## src/rtl/pfifo_pkg.sv

```systemverilog
package pfifo_pkg;

    typedef enum logic [2:0] {
        ST_IDLE,
        ST_WSETUP,
        ST_WPULSE,
        ST_RPULSE,
        ST_RECOV
    } phase_e;

    typedef enum logic [1:0] {
        GR_NONE,
        GR_WR,
        GR_RD
    } grant_e;

endpackage

```

## src/rtl/pfifo_flag_sync.sv

```systemverilog
module pfifo_flag_sync #(
    parameter int              WIDTH   = 2,
    parameter int              STAGES  = 2,
    parameter logic [WIDTH-1:0] RST_VAL = '1
) (
    input  logic             clk,
    input  logic             rst_n,
    input  logic [WIDTH-1:0] async_i,
    output logic [WIDTH-1:0] sync_o
);

    logic [WIDTH-1:0] stage_q [STAGES];
    logic [WIDTH-1:0] stage_d [STAGES];

    // Each stage samples the one before it; stage 0 samples the pad.
    for (genvar g = 0; g < STAGES; g++) begin : g_stage
        if (g == 0) begin : g_first
            assign stage_d[g] = async_i;
        end else begin : g_next
            assign stage_d[g] = stage_q[g-1];
        end
    end

    always_ff @(posedge clk or negedge rst_n) begin
        if (!rst_n) begin
            for (int i = 0; i < STAGES; i++) stage_q[i] <= RST_VAL;
        end else begin
            for (int i = 0; i < STAGES; i++) stage_q[i] <= stage_d[i];
        end
    end

    assign sync_o = stage_q[STAGES-1];

endmodule

```

## src/rtl/pfifo_arb.sv

```systemverilog
module pfifo_arb
    import pfifo_pkg::*;
(
    input  logic   want_wr_i,
    input  logic   want_rd_i,
    input  logic   prefer_rd_i,
    output grant_e grant_o
);

    always_comb begin
        if (want_wr_i && want_rd_i) begin
            grant_o = prefer_rd_i ? GR_RD : GR_WR;
        end else if (want_wr_i) begin
            grant_o = GR_WR;
        end else if (want_rd_i) begin
            grant_o = GR_RD;
        end else begin
            grant_o = GR_NONE;
        end
    end

endmodule

```

## src/rtl/pfifo_seq.sv

```systemverilog
module pfifo_seq
    import pfifo_pkg::*;
#(
    parameter int DW           = 8,
    parameter int SETUP_CYC    = 2,
    parameter int WR_PULSE_CYC = 5,
    parameter int RD_PULSE_CYC = 13,
    parameter int RECOVER_CYC  = 4
) (
    input  logic          clk,
    input  logic          rst_n,
    input  grant_e        grant_i,
    input  logic          space_ok_i,
    input  logic          avail_ok_i,
    input  logic [DW-1:0] tx_data_i,
    output logic          tx_ready_o,
    input  logic          rx_ready_i,
    output logic [DW-1:0] rx_data_o,
    output logic          rx_valid_o,
    output logic          rx_room_o,
    output logic          prefer_rd_o,
    output logic          wr_o,
    output logic          rd_n_o,
    output logic          oe_o,
    output logic [DW-1:0] dout_o,
    input  logic [DW-1:0] din_i
);

    localparam int MAX_A = (SETUP_CYC > WR_PULSE_CYC) ? SETUP_CYC : WR_PULSE_CYC;
    localparam int MAX_B = (RD_PULSE_CYC > RECOVER_CYC) ? RD_PULSE_CYC : RECOVER_CYC;
    localparam int MAX_P = (MAX_A > MAX_B) ? MAX_A : MAX_B;
    localparam int CW    = $clog2(MAX_P + 1);

    localparam logic [CW-1:0] SETUP_LAST = CW'(SETUP_CYC - 1);
    localparam logic [CW-1:0] WR_LAST    = CW'(WR_PULSE_CYC - 1);
    localparam logic [CW-1:0] RD_LAST    = CW'(RD_PULSE_CYC - 1);
    localparam logic [CW-1:0] REC_LAST   = CW'(RECOVER_CYC - 1);

    typedef struct packed {
        phase_e        phase;
        logic [CW-1:0] cnt;
        logic          wr;
        logic          rd_n;
        logic          oe;
        logic [DW-1:0] dout;
        logic [DW-1:0] rxd;
        logic          rxv;
        logic          last_wr;
    } seq_t;

    localparam seq_t SEQ_RST = '{
        phase:   ST_IDLE,
        cnt:     '0,
        wr:      1'b0,
        rd_n:    1'b1,
        oe:      1'b0,
        dout:    '0,
        rxd:     '0,
        rxv:     1'b0,
        last_wr: 1'b0
    };

    seq_t q, d;

    always_comb begin
        d          = q;
        tx_ready_o = 1'b0;

        if (q.rxv && rx_ready_i) d.rxv = 1'b0;

        case (q.phase)
            ST_IDLE: begin
                if (grant_i == GR_WR) begin
                    tx_ready_o = 1'b1;
                    d.dout     = tx_data_i;
                    d.oe       = 1'b1;
                    d.cnt      = '0;
                    d.last_wr  = 1'b1;
                    d.phase    = ST_WSETUP;
                end else if (grant_i == GR_RD) begin
                    d.rd_n    = 1'b0;
                    d.cnt     = '0;
                    d.last_wr = 1'b0;
                    d.phase   = ST_RPULSE;
                end
            end
            ST_WSETUP: begin
                if (q.cnt == SETUP_LAST) begin
                    d.wr    = 1'b1;
                    d.cnt   = '0;
                    d.phase = ST_WPULSE;
                end else begin
                    d.cnt = q.cnt + 1'b1;
                end
            end
            ST_WPULSE: begin
                if (q.cnt == WR_LAST) begin
                    d.wr    = 1'b0;
                    d.cnt   = '0;
                    d.phase = ST_RECOV;
                end else begin
                    d.cnt = q.cnt + 1'b1;
                end
            end
            ST_RPULSE: begin
                if (q.cnt == RD_LAST) begin
                    d.rd_n  = 1'b1;
                    d.rxd   = din_i;
                    d.rxv   = 1'b1;
                    d.cnt   = '0;
                    d.phase = ST_RECOV;
                end else begin
                    d.cnt = q.cnt + 1'b1;
                end
            end
            ST_RECOV: begin
                // bus stays driven for the first recovery cycle as hold time
                d.oe = 1'b0;
                if (q.cnt == REC_LAST) begin
                    d.cnt   = '0;
                    d.phase = ST_IDLE;
                end else begin
                    d.cnt = q.cnt + 1'b1;
                end
            end
            default: begin
                d = SEQ_RST;
            end
        endcase
    end

    always_ff @(posedge clk or negedge rst_n) begin
        if (!rst_n) q <= SEQ_RST;
        else        q <= d;
    end

    assign rx_data_o   = q.rxd;
    assign rx_valid_o  = q.rxv;
    assign rx_room_o   = !q.rxv;
    assign prefer_rd_o = q.last_wr;
    assign wr_o        = q.wr;
    assign rd_n_o      = q.rd_n;
    assign oe_o        = q.oe;
    assign dout_o      = q.dout;

    // a granted write needs the synchronised space flag
    a_r1_write_needs_space: assert property (@(posedge clk) disable iff (!rst_n)
        (q.phase == ST_IDLE && grant_i == GR_WR) |-> space_ok_i);

    // a granted read needs the available flag and an empty output register
    a_r2_read_needs_data: assert property (@(posedge clk) disable iff (!rst_n)
        (q.phase == ST_IDLE && grant_i == GR_RD) |-> (avail_ok_i && !q.rxv));

    // bus driven whenever the write strobe is high
    a_r3_bus_under_strobe: assert property (@(posedge clk) disable iff (!rst_n)
        q.wr |-> q.oe);

    // bus still driven in the cycle after the strobe falls
    a_r3_bus_hold: assert property (@(posedge clk) disable iff (!rst_n)
        $fell(q.wr) |-> q.oe);

    // driven byte does not change while the bus stays enabled
    a_r3_byte_stable: assert property (@(posedge clk) disable iff (!rst_n)
        (q.oe && $past(q.oe)) |-> $stable(q.dout));

    // bus released during a read
    a_r4_bus_released: assert property (@(posedge clk) disable iff (!rst_n)
        !q.rd_n |-> !q.oe);

    // read byte appears exactly as the read strobe ends
    a_r4_capture_at_end: assert property (@(posedge clk) disable iff (!rst_n)
        $rose(q.rxv) |-> $rose(q.rd_n));

    // never both strobes active
    a_r5_strobes_exclusive: assert property (@(posedge clk) disable iff (!rst_n)
        !(q.wr && !q.rd_n));

    // held output under back-pressure
    a_r7_rx_hold: assert property (@(posedge clk) disable iff (!rst_n)
        (q.rxv && !rx_ready_i) |=> (q.rxv && $stable(q.rxd)));

endmodule

```

## src/rtl/pfifo_host.sv

```systemverilog
module pfifo_host
    import pfifo_pkg::*;
#(
    parameter int DW           = 8,
    parameter int SYNC_STAGES  = 2,
    parameter int SETUP_CYC    = 2,
    parameter int WR_PULSE_CYC = 5,
    parameter int RD_PULSE_CYC = 13,
    parameter int RECOVER_CYC  = 4
) (
    input  logic          clk,
    input  logic          rst_n,
    input  logic [DW-1:0] tx_data_i,
    input  logic          tx_valid_i,
    output logic          tx_ready_o,
    output logic [DW-1:0] rx_data_o,
    output logic          rx_valid_o,
    input  logic          rx_ready_i,
    input  logic          dev_space_n_i,
    input  logic          dev_avail_n_i,
    output logic          dev_wr_o,
    output logic          dev_rd_n_o,
    output logic [DW-1:0] dev_dq_o,
    output logic          dev_dq_oe_o,
    input  logic [DW-1:0] dev_dq_i
);

    localparam int NFLAG = 2;

    logic [NFLAG-1:0] flag_s;
    logic             space_ok, avail_ok;
    logic             rx_room, prefer_rd;
    grant_e           grant;

    pfifo_flag_sync #(
        .WIDTH   (NFLAG),
        .STAGES  (SYNC_STAGES),
        .RST_VAL ({NFLAG{1'b1}})
    ) flag_sync_i (
        .clk     (clk),
        .rst_n   (rst_n),
        .async_i ({dev_avail_n_i, dev_space_n_i}),
        .sync_o  (flag_s)
    );

    assign space_ok = !flag_s[0];
    assign avail_ok = !flag_s[1];

    pfifo_arb arb_i (
        .want_wr_i   (tx_valid_i && space_ok),
        .want_rd_i   (avail_ok && rx_room),
        .prefer_rd_i (prefer_rd),
        .grant_o     (grant)
    );

    pfifo_seq #(
        .DW           (DW),
        .SETUP_CYC    (SETUP_CYC),
        .WR_PULSE_CYC (WR_PULSE_CYC),
        .RD_PULSE_CYC (RD_PULSE_CYC),
        .RECOVER_CYC  (RECOVER_CYC)
    ) seq_i (
        .clk         (clk),
        .rst_n       (rst_n),
        .grant_i     (grant),
        .space_ok_i  (space_ok),
        .avail_ok_i  (avail_ok),
        .tx_data_i   (tx_data_i),
        .tx_ready_o  (tx_ready_o),
        .rx_ready_i  (rx_ready_i),
        .rx_data_o   (rx_data_o),
        .rx_valid_o  (rx_valid_o),
        .rx_room_o   (rx_room),
        .prefer_rd_o (prefer_rd),
        .wr_o        (dev_wr_o),
        .rd_n_o      (dev_rd_n_o),
        .oe_o        (dev_dq_oe_o),
        .dout_o      (dev_dq_o),
        .din_i       (dev_dq_i)
    );

endmodule

```

## config.mk

```make
export PLATFORM = sky130hd
export DESIGN_NAME = pfifo_host
export DESIGN_NICKNAME = d
export VERILOG_FILES = /design/src/rtl/pfifo_pkg.sv /design/src/rtl/pfifo_flag_sync.sv /design/src/rtl/pfifo_arb.sv /design/src/rtl/pfifo_seq.sv /design/src/rtl/pfifo_host.sv
export SDC_FILE = /design/constraint.sdc
export NUM_CORES = 1
export LEC_CHECK = 0
export BUFFER_PORTS_ARGS = -buffer_cell sky130_fd_sc_hd__buf_4
export CAP_MARGIN = 10
export CORE_MARGIN = 2
export CORE_UTILIZATION = 55
export DETAILED_ROUTE_END_ITERATION = 6
export PLACE_DENSITY = 0.83
export SLEW_MARGIN = 25
export SYNTH_ARGS = -nofsm -noshare
export SYNTH_HDL_FRONTEND = slang
export SYNTH_HIERARCHICAL = 1
export SYNTH_SLANG_ARGS = --single-unit
```

## constraint.sdc

```tcl
create_clock -name clk -period 4.1 [get_ports clk]
set_input_delay 0.615 -clock clk [delete_from_list [all_inputs] [get_ports clk]]
set_output_delay 0.615 -clock clk [all_outputs]
set_load 0.01 [all_outputs]
```

==> results by group <==
Die
  • Area of the core region: 0.002805 mm²
  • Height of the die: 58.86 µm
  • I/O pin total: 43
  • Initial Utilization: 0.5901
  • Number of rows in the core area: 19
  • Die ar.: between 0.003 and 0.004 mm²
  • Die width: 58.86 µm

Clock tree
  • Hold buffer count at CTS: 0
  • Clock transition time at the flip-flop clock pins of the worst setup and hold paths: ~100 ps
  • Buffer depth of the longest clock path: 2
  • Clock buffers created by TritonCTS: 5
  • Clock network latency to the later pin of the worst-skew pair: between 300 and 400 ps
  • Clock root buffer master: sky130_fd_sc_hd__clkbuf_4
  • Number of clock sinks seen by CTS: 32
  • Clock tree from TritonCTS: built
  • # H-tree levels: 2
  • Post_cts resized: 0
  • Post-CTS Repair Setup Buffers: 0

Yosys
  • Avg Inst Size Synth: around 10 µm²
  • Warnings, synthesis: 6
  • Post-Synthesis Cell Area: 0.001655 mm²
  • Number of nets in the synthesized netlist: between 150 and 200
  • Post-synthesis instance total: about 160

STA
  • Achievable frequency: between 400 and 500 MHz
  • Worst Max-Slew Pin Slew: around 900 ps
  • Post-route fraction of the period consumed by the critical path: 0.6032
  • Max transition margin: 0.3833
  • Final max-slew violation count: 0
  • Clock period minus worst slack: ~2500 ps
  • RSZ-0062 raised after global routing: no
  • Skew final: roughly 4.5 ps
  • Final hold viol count: 0
  • Total negative setup slack: 0 ps
  • Total of endpoints with negative setup slack in the final report: 0

Route
  • First DRT Iteration DRCs: a little over 50
  • DRT Pass-1 Iters: 6
  • Via density per instance: 5.791
  • Post-DRT Antenna Nets: 0
  • Wirelength, routed: ~3200 µm
  • Number of design rule violations left after detail routing: 4
  • DR WL/cell: approximately 15 µm
  • Routed via count: approximately 1300

Power and ir drop
  • Power share of the clock group: 0.230
  • Total internal power: 0.7414 mW
  • Relative contribution of combinational cells to total power: 0.354
  • Sw Pwr: 0.4441 mW
  • Power per Cell Area: around 600 mW/mm²
  • Largest voltage drop on the vdd net: 0.0003468 V
  • Standby leakage power: 0.9260 nW
  • Share of total power consumed by net switching: 0.3746
  • Reg power frac: 0.416

Finish
  • Area growth, synth to finish: 17.61%
  • Diode insertion count for antenna repair: 0
  • Proportion of layout cells with a drive suffix above 1: 0.3228
  • Final layout net count: 215
  • Layout filler cell count: between 200 and 250
  • Core occupancy in the finished layout: 0.6940

Critical path
  • Endpoint class of the critical path: primary output
  • Data arrival time at the worst-slack endpoint: approximately 1900 ps
  • Maximum fanout along the worst path: 5
  • Critical path launch point type: flop
  • Crit Path Class: reg -> out
  • Worst path required time: 3480 ps
  • Cells on worst reg2reg path: 8

GRT
  • First-pass GRT wire length: 5416 µm
  • Number of antenna violations at the first check in global routing: 0
  • Gr usage total: 0.2139
  • Sum of overflow across all layers after global routing: 0
  • Number of global-route vias before repair: approximately 1200
  • Pin count of the biggest net entering global routing: 33

Place
  • RD Place Congestion: 0.8169
  • HPWL Detailed: ~2300 µm
  • Port bufs: 42

Min path
  • Class of the worst hold path: in -> async

Status
  • Status: finished, violations left
  • Violations in the final reports: DRC

Flow run
  • Max-Cap Viols: 0
final timing paths:
path                                        start               endpoint  slack [ps]
setup reg to reg            flag_sync_i/sync_o[1]            seq_i/q[23]        2010
hold / removal                              rst_n            seq_i/q[24]         180
setup / recovery                 seq_i/rx_valid_o             tx_ready_o        1630
hold reg to reg            flag_sync_i/stage_d[1]  flag_sync_i/sync_o[1]         360
max in group asynchronous                   rst_n           seq_i/rd_n_o        3590
min in group clk           flag_sync_i/stage_d[1]  flag_sync_i/sync_o[1]         360
state kept, by name, summed over array words and instances (netlist names):
name                 cells
seq_i/dout_o             8
seq_i/rx_data_o          8
seq_i/q                  7
flag_sync_i/stage_d      2
flag_sync_i/sync_o       2
seq_i/oe_o               1
seq_i/prefer_rd_o        1
seq_i/rd_n_o             1
seq_i/rx_valid_o         1
seq_i/wr_o               1
metal layers:
metal	vias up	global-route usage	wire length (µm)
li1	607	-	-
met1	618	0.2734	1336
met2	40	0.3270	1595
met3	9	0.07912	228
met4	0	0.09091	57
met5	-	0	0
per-stage QoR:
step / instances / setup slack (ps) / area, µm² / hold slack, ps / total power, mW
final: 220 / 1627 / 1947 / 181.4 / 1.185
after CTS: 220 / 1628 / 1947 / 192.1 / 1.190
after global placement: 212 / 1810 / 1852 / 345.9 / 0.8937
after floorplan: 162 / 1978 / 1655 / 319.4 / 0.8149
after global routing: 220 / 1477 / 1947 / 188.1 / 1.272
after detailed placement: 212 / 1691 / 1852 / 349.4 / 0.9172
power by group through the flow:
stage	Sequential, mW	Clock [mW]	Combinational, mW
after detailed placement	0.498	0	0.419
after global routing	0.507	0.293	0.472
after CTS	0.491	0.276	0.423
after floorplan	0.440	0	0.375
final	0.493	0.272	0.420
after global placement	0.490	0	0.404
layout make-up:
class                      count  area [µm²]  share of cell area
sequential                    32       807.0              0.4145
multi-input combinational     96       649.4              0.3335
timing repair buffer          42       315.3              0.1620
clock buffer                   7       65.06             0.03342
inverter                      11       41.29             0.02121
tap                           31       38.79             0.01992
clock inverter                 1       30.03             0.01542
placed cells by master, fill, tap and decap left out:
cell type                   count
sky130_fd_sc_hd__o21ai_0       11
sky130_fd_sc_hd__nor3_1         2
sky130_fd_sc_hd__o2bb2ai_1      1
sky130_fd_sc_hd__nand4_1        1
sky130_fd_sc_hd__nor4_4         1
sky130_fd_sc_hd__o21ai_1        3
sky130_fd_sc_hd__dfrtp_1       27
sky130_fd_sc_hd__o31ai_1        2
sky130_fd_sc_hd__buf_4         42
sky130_fd_sc_hd__mux2i_1        2
sky130_fd_sc_hd__o311ai_1       1
sky130_fd_sc_hd__nor2b_1        5
sky130_fd_sc_hd__maj3_1         1
sky130_fd_sc_hd__nor2_1         9
sky130_fd_sc_hd__a22o_1         9
sky130_fd_sc_hd__ha_1           5
sky130_fd_sc_hd__nor4b_4        1
sky130_fd_sc_hd__a21oi_1        5
sky130_fd_sc_hd__clkbuf_4       5
sky130_fd_sc_hd__nand3_1        3
sky130_fd_sc_hd__nand3_2        1
sky130_fd_sc_hd__a21boi_1       2
sky130_fd_sc_hd__o22ai_1        1
sky130_fd_sc_hd__o41ai_1        1
sky130_fd_sc_hd__clkbuf_8       2
sky130_fd_sc_hd__nand2_1       15
sky130_fd_sc_hd__inv_2          1
sky130_fd_sc_hd__and4_4         1
sky130_fd_sc_hd__dfstp_2        5
sky130_fd_sc_hd__or3b_4         1
sky130_fd_sc_hd__bufinv_16      1
sky130_fd_sc_hd__nand2b_1       1
sky130_fd_sc_hd__o211ai_1       1
sky130_fd_sc_hd__inv_1         10
sky130_fd_sc_hd__a22oi_1        8
sky130_fd_sc_hd__o21a_1         1
sky130_fd_sc_hd__a2bb2oi_1      1
critical path, cell delays in order (launching register included):
cell	delay (ps)
sky130_fd_sc_hd__dfrtp_1	390
sky130_fd_sc_hd__inv_1	70
sky130_fd_sc_hd__nor2b_1	170
sky130_fd_sc_hd__a21boi_1	240
sky130_fd_sc_hd__inv_1	70
sky130_fd_sc_hd__ha_1	240
sky130_fd_sc_hd__nand2b_1	130
sky130_fd_sc_hd__nor2_1	50
sky130_fd_sc_hd__buf_4	160
No activity file was read; power rests on OpenSTA's default activity.
